--- src/rtl/ddr3_rd_window.sv ---
module ddr3_rd_window #(
  parameter int DEPTH = 4,
  parameter int AW    = 16,
  parameter int XW    = 4,
  parameter int CW    = 7
) (
  input  logic          clk,
  input  logic          rst_n,
  input  logic          cs_n,
  input  logic          ras_n,
  input  logic          cas_n,
  input  logic          we_n,
  input  logic [2:0]    ba,
  input  logic [AW-1:0] addr,
  input  logic [XW-1:0] extra_dly,
  output logic          rd_valid,
  output logic [2:0]    rd_beat,
  output logic          dll_off,
  output logic          cfg_err,
  output logic          seq_err
);
  localparam int IW = (DEPTH > 1) ? $clog2(DEPTH) : 1;

  logic [4:0] cl;
  logic [3:0] cwl;
  logic [1:0] al_code;
  logic [4:0] al;
  logic [DEPTH-1:0] act;
  logic [CW-1:0] cnt [DEPTH];
  logic [DEPTH-1:0] fire;
  logic [IW-1:0] free_idx;
  logic [1:0] bcnt;
  logic [CW-1:0] rl;

  wire sel     = ~cs_n;
  wire mrs_cmd = sel & ~ras_n & ~cas_n & ~we_n;
  wire rd_cmd  = sel & ras_n & ~cas_n & we_n;
  wire mr_wr   = mrs_cmd & (ba < 3'd3);
  wire full    = &act;
  wire rd_go   = rd_cmd & ~full;
  wire busy    = (|act) | rd_valid;
  wire start   = |fire;

  always_comb begin
    case (al_code)
      2'd1:    al = cl - 5'd1;
      2'd2:    al = cl - 5'd2;
      default: al = 5'd0;
    endcase
  end

  assign rl = CW'(al) + CW'(cl) + CW'(extra_dly) - CW'(dll_off);

  always_comb begin
    free_idx = '0;
    for (int i = DEPTH - 1; i >= 0; i--)
      if (!act[i]) free_idx = IW'(i);
  end

  for (genvar g = 0; g < DEPTH; g++) begin : g_fire
    assign fire[g] = act[g] && (cnt[g] == CW'(1));
  end

  always_ff @(posedge clk) begin
    if (!rst_n) begin
      cl      <= 5'd6;
      cwl     <= 4'd6;
      al_code <= 2'd0;
      dll_off <= 1'b0;
      seq_err <= 1'b0;
    end else begin
      if (mrs_cmd) begin
        case (ba)
          3'd0: cl <= {1'b0, addr[2], addr[6:4]} + 5'd4;
          3'd1: begin
            dll_off <= addr[0];
            al_code <= addr[4:3];
          end
          3'd2: cwl <= {1'b0, addr[5:3]} + 4'd5;
          default: ;
        endcase
      end
      if ((mr_wr && busy) || (rd_cmd && full)) seq_err <= 1'b1;
    end
  end

  always_ff @(posedge clk) begin
    if (!rst_n) begin
      act <= '0;
      for (int i = 0; i < DEPTH; i++) cnt[i] <= '0;
    end else begin
      for (int i = 0; i < DEPTH; i++) begin
        if (fire[i]) act[i] <= 1'b0;
        else if (act[i]) cnt[i] <= cnt[i] - CW'(1);
        if (rd_go && free_idx == IW'(i)) begin
          act[i] <= 1'b1;
          cnt[i] <= rl;
        end
      end
    end
  end

  always_ff @(posedge clk) begin
    if (!rst_n) begin
      rd_valid <= 1'b0;
      bcnt     <= 2'd0;
    end else if (start) begin
      rd_valid <= 1'b1;
      bcnt     <= 2'd0;
    end else if (rd_valid) begin
      rd_valid <= (bcnt != 2'd3);
      bcnt     <= bcnt + 2'd1;
    end else begin
      bcnt <= 2'd0;
    end
  end

  assign rd_beat = rd_valid ? {bcnt, 1'b0} : 3'd0;
  assign cfg_err = dll_off && ((cl != 5'd6) || (cwl != 4'd6));

  assert_window_opens_at_zero_R7: assert property (@(posedge clk) disable iff (!rst_n)
    $rose(rd_valid) |-> rd_beat == 3'd0);
  assert_err_sticky_R10: assert property (@(posedge clk) disable iff (!rst_n)
    seq_err |=> seq_err);
  assert_overflow_flags_R10: assert property (@(posedge clk) disable iff (!rst_n)
    (rd_cmd && full) |=> seq_err);
  assert_mr1_loads_dll_R2: assert property (@(posedge clk) disable iff (!rst_n)
    (mrs_cmd && ba == 3'd1) |=> dll_off == $past(addr[0]));
  assert_cfg_err_on_write_R9: assert property (@(posedge clk) disable iff (!rst_n)
    $rose(cfg_err) |-> $past(mrs_cmd));
  assert_beat_steps_R7: assert property (@(posedge clk) disable iff (!rst_n)
    (rd_valid && rd_beat != 3'd6 && !start) |=> rd_valid && rd_beat == $past(rd_beat) + 3'd2);
endmodule

--- config.mk ---
export PLATFORM = sky130hd
export DESIGN_NAME = ddr3_rd_window
export DESIGN_NICKNAME = d
export VERILOG_FILES = /design/src/rtl/ddr3_rd_window.sv
export SDC_FILE = /design/constraint.sdc
export NUM_CORES = 1
export LEC_CHECK = 0
export ABC_AREA = 1
export BUFFER_PORTS_ARGS = -buffer_cell sky130_fd_sc_hd__buf_2
export CAP_MARGIN = 40
export CELL_PAD_IN_SITES_DETAIL_PLACEMENT = 1
export CELL_PAD_IN_SITES_GLOBAL_PLACEMENT = 2
export CORE_UTILIZATION = 33
export CTS_BUF_LIST = sky130_fd_sc_hd__clkbuf_2 sky130_fd_sc_hd__clkbuf_4 sky130_fd_sc_hd__clkbuf_8
export CTS_CLUSTER_DIAMETER = 150
export DETAILED_ROUTE_END_ITERATION = 8
export PLACE_DENSITY = 0.75
export SETUP_SLACK_MARGIN = 0.2
export SKIP_LAST_GASP = 1
export SLEW_MARGIN = 20
export SYNTH_ARGS = -nofsm -noshare
export SYNTH_HDL_FRONTEND = slang
export SYNTH_SLANG_ARGS = --single-unit
--- constraint.sdc ---
create_clock -name clk -period 2.8 [get_ports clk]
set_clock_uncertainty 0.05 [all_clocks]
set_input_delay 0.28 -clock clk [delete_from_list [all_inputs] [get_ports clk]]
set_output_delay 0.28 -clock clk [all_outputs]
set_load 0.01 [all_outputs]
==> results.toml <==
[timing]
period_share_pct = 99.04
period_minus_slack_ns = 2.773
setup_viol = 0
rsz0062_at_grt = "true"
maxSlewViolCount = 0
setup_ws_ns = 0.02701
fmax_mhz = 360.6
final_hold_viol_count = 0
whs_ns = 0.1357

[die]
die_area_sq_um = 10920
core_sq_um = 10280
initial_utilization_pct = 33.74
die_h_um = 104.5
die_x_um = 104.5
ioPinCount = 36
placementRows = 37

[routing]
avgRoutedWirePerCell_um = 14.12
drc = 0
first_pass_iters = 4
routed_wl_um = 8994
via_per_inst = 4.725
route.vias.total = 3010
drt_iter0_markers = 122
ant_nets = 0

[placement]
routabilityCongestion = 0.7741
portBuffers = 24
postPlaceCellArea_sq_um = 3930
pre_cts_ws_ns = -0.07757
place_hpwl_um = 7060

[clock_tree]
cts_made_buffers = 5
clkLatencyLatePin_ns = 0.31
path_clk_slew_ns = 0.11
cts_tree = "yes"
ctsHtreeMaxLevel = 2
clockBufferDepth = 2
cts_root_buffer = "clkbuf_8"
clock-sinks = 48

[yosys]
syn_area_per_cell_sq_um = 7.791
ys_top_cells_by_area = "edfxtp_1 24%, dfxtp_1 12%, nand2_1 10%"
yosysTopAreaCell = "edfxtp_1"
syn-cell-area_sq_um = 3467
synth_flop_cell = "edfxtp_1"
ys_types = 36
seq_area_frac_synth_pct = 35.80
yosys_warnings = 0
synth_seq_cells = 48
synth_common_cells = "94 x nand2_1, 67 x inv_1, 52 x nor2_1"
syn_nets = 507
syn_inst = 445
synth_top_area_share_pct = 24.25
async_flop_share_pct = 0
synth_most_common_cell = "nand2_1"
synth_edf_count = 28

[grt]
grt_pass1_wl_um = 15260
grt_max_degree = 17
antenna_found_initial = 0
grt.total_usage_pct = 17.50
grt-ovfl-total = 0
grt_pass1_vias = 3164

[layout]
drive_gt1_share_pct = 30.74
fill_cells = 1244
area_growth_pct = 27.72
fin_util_pct = 43.09
nets = 562
final_cell_area_sq_um = 4428
antennaDiodeCount = 0

[worst_setup_path]
slowest_delay_ns = 0.50
worstPathMaxFanout = 3
critical_path_required_ns = 2.83
cp_data_arrival_time_ns = 2.81
worstSetupEndpointType = "register"
setup.worst_path.start_class = "register"
crit_chain = "buf_6 > buf_4 > o22ai_2 > nand2_1 > fa_1 > inv_2 > ha_4 > fa_2 > xor2_1 > buf_4 > inv_4 > nand2_2 > nand2_1 > nor2_1"
slowest_stage = "fa_1"
crit_type = "register to register"

[power]
ir_worst_vdd_v = 0.0002052
fin_total_pwr_mw = 1.493
combPwrFrac_pct = 19.1
swShare_pct = 29.29
leakage_nw = 1.925
p_clk_share_pct = 28.9
switchingPower_mw = 0.4373
power_density_nw_per_um2 = 337.2
seqPwrFrac_pct = 52.0
p_int_mw = 1.056

[hold_path]
hp-class = "input port to register"

[status]
status = "finished, final reports clean"

[run]
cap_violations = 0
-- kinds of logic (layout without fill, tap and decap cells) --
kind of cell / count (synthesis) / after routing / synth area share [%]
AND/OR/NAND/NOR: 209 / 209 / 27.97
buffers and inverters: 77 / 133 / 8.589
AO/OA/AOI/OAI: 55 / 55 / 8.987
flip-flops: 48 / 48 / 35.80
adder cells (fa/ha/maj): 33 / 33 / 12.99
XOR/XNOR: 22 / 22 / 5.558
other: 1 / 1 / 0.1082
-- metal layers --
metal,vias up,wire length [um],GRT usage [%]
li1,1552,-,-
met1,1425,4343,22.55
met2,28,4429,31.03
met3,5,156,2.444
met4,0,65,3.469
met5,-,0,0
-- worst max-delay path: cells and delay by family, from the launching register on --
family / cells / cell delay [ns]
xor+xnor: 1 / 0.18
buf+inv: 5 / 0.51
flops: 1 / 0.37
compound gates: 1 / 0.14
simple gates: 4 / 0.24
fa+ha+maj: 3 / 1.06
-- placed cells by master, fill, tap and decap left out, drive strengths merged --
| cell | n |
|---|---|
| nand2 | 99 |
| inv | 74 |
| nor2 | 59 |
| buf | 52 |
| nand3 | 34 |
| edfxtp | 28 |
| ha | 28 |
| o21ai | 25 |
| dfxtp | 20 |
| a21oi | 16 |
| xor2 | 15 |
| nor3 | 9 |
| o22ai | 8 |
| xnor2 | 7 |
| nand4 | 6 |
| clkbuf | 5 |
| fa | 5 |
| o211ai | 3 |
| clkinvlp | 2 |
| nor4 | 1 |
| a21boi | 1 |
| o21bai | 1 |
| nand3b | 1 |
| o21a | 1 |
| conb | 1 |
-- stage by stage --
| step | cells | setup TNS [ns] |
|---|---|---|
| 5_1_grt | 637 | -0.2263 |
| 3_5_place_dp | 620 | -0.4971 |
| 4_1_cts | 632 | 0 |
| 3_3_place_gp | 620 | -0.1368 |
| 2_1_floorplan | 445 | 0 |
| 6_report | 637 | 0 |
-- final timing paths --
path	from	to	slack, ns	cells past startpoint
min	addr[6]	cl[2]	0.14	2
max	cl[1]	cnt[2][3]	0.03	14
max reg2reg	cl[1]	cnt[2][3]	0.03	14
min reg2reg	bcnt[0]	bcnt[0]	0.41	1
-- sequential cells by signal, indices dropped and copies added (netlist names), 2 cells and up --
signal,count
al_code,2
bcnt,2
cwl,4
cl,5
cnt,28
act,4
-- timing repair --
action	in CTS	in global routing
hold buffers	0	0
endpoints found under the setup margin	20	20
pin swaps	25	20
resized for setup	57	27
buffers inserted	4	5
-- power by group through the flow --
stage	sequential, mW	clock (mW)	combinational, mW
2_1_floorplan	0.791	0	0.150
3_3_place_gp	0.795	0	0.226
3_5_place_dp	0.796	0	0.231
4_1_cts	0.778	0.448	0.269
5_1_grt	0.780	0.467	0.316
6_report	0.777	0.431	0.285
-- final cells by class --
class	count	area, sq um	area share [%]
clock buffer	5	68.82	1.554
clock inverter	3	21.27	0.4804
inverter	73	291.5	6.584
multi-input combinational	320	2272	51.31
sequential	48	1259	28.43
tap	136	170.2	3.843
timing repair buffer	52	345.3	7.799
(Power assumes the default switching activity.)
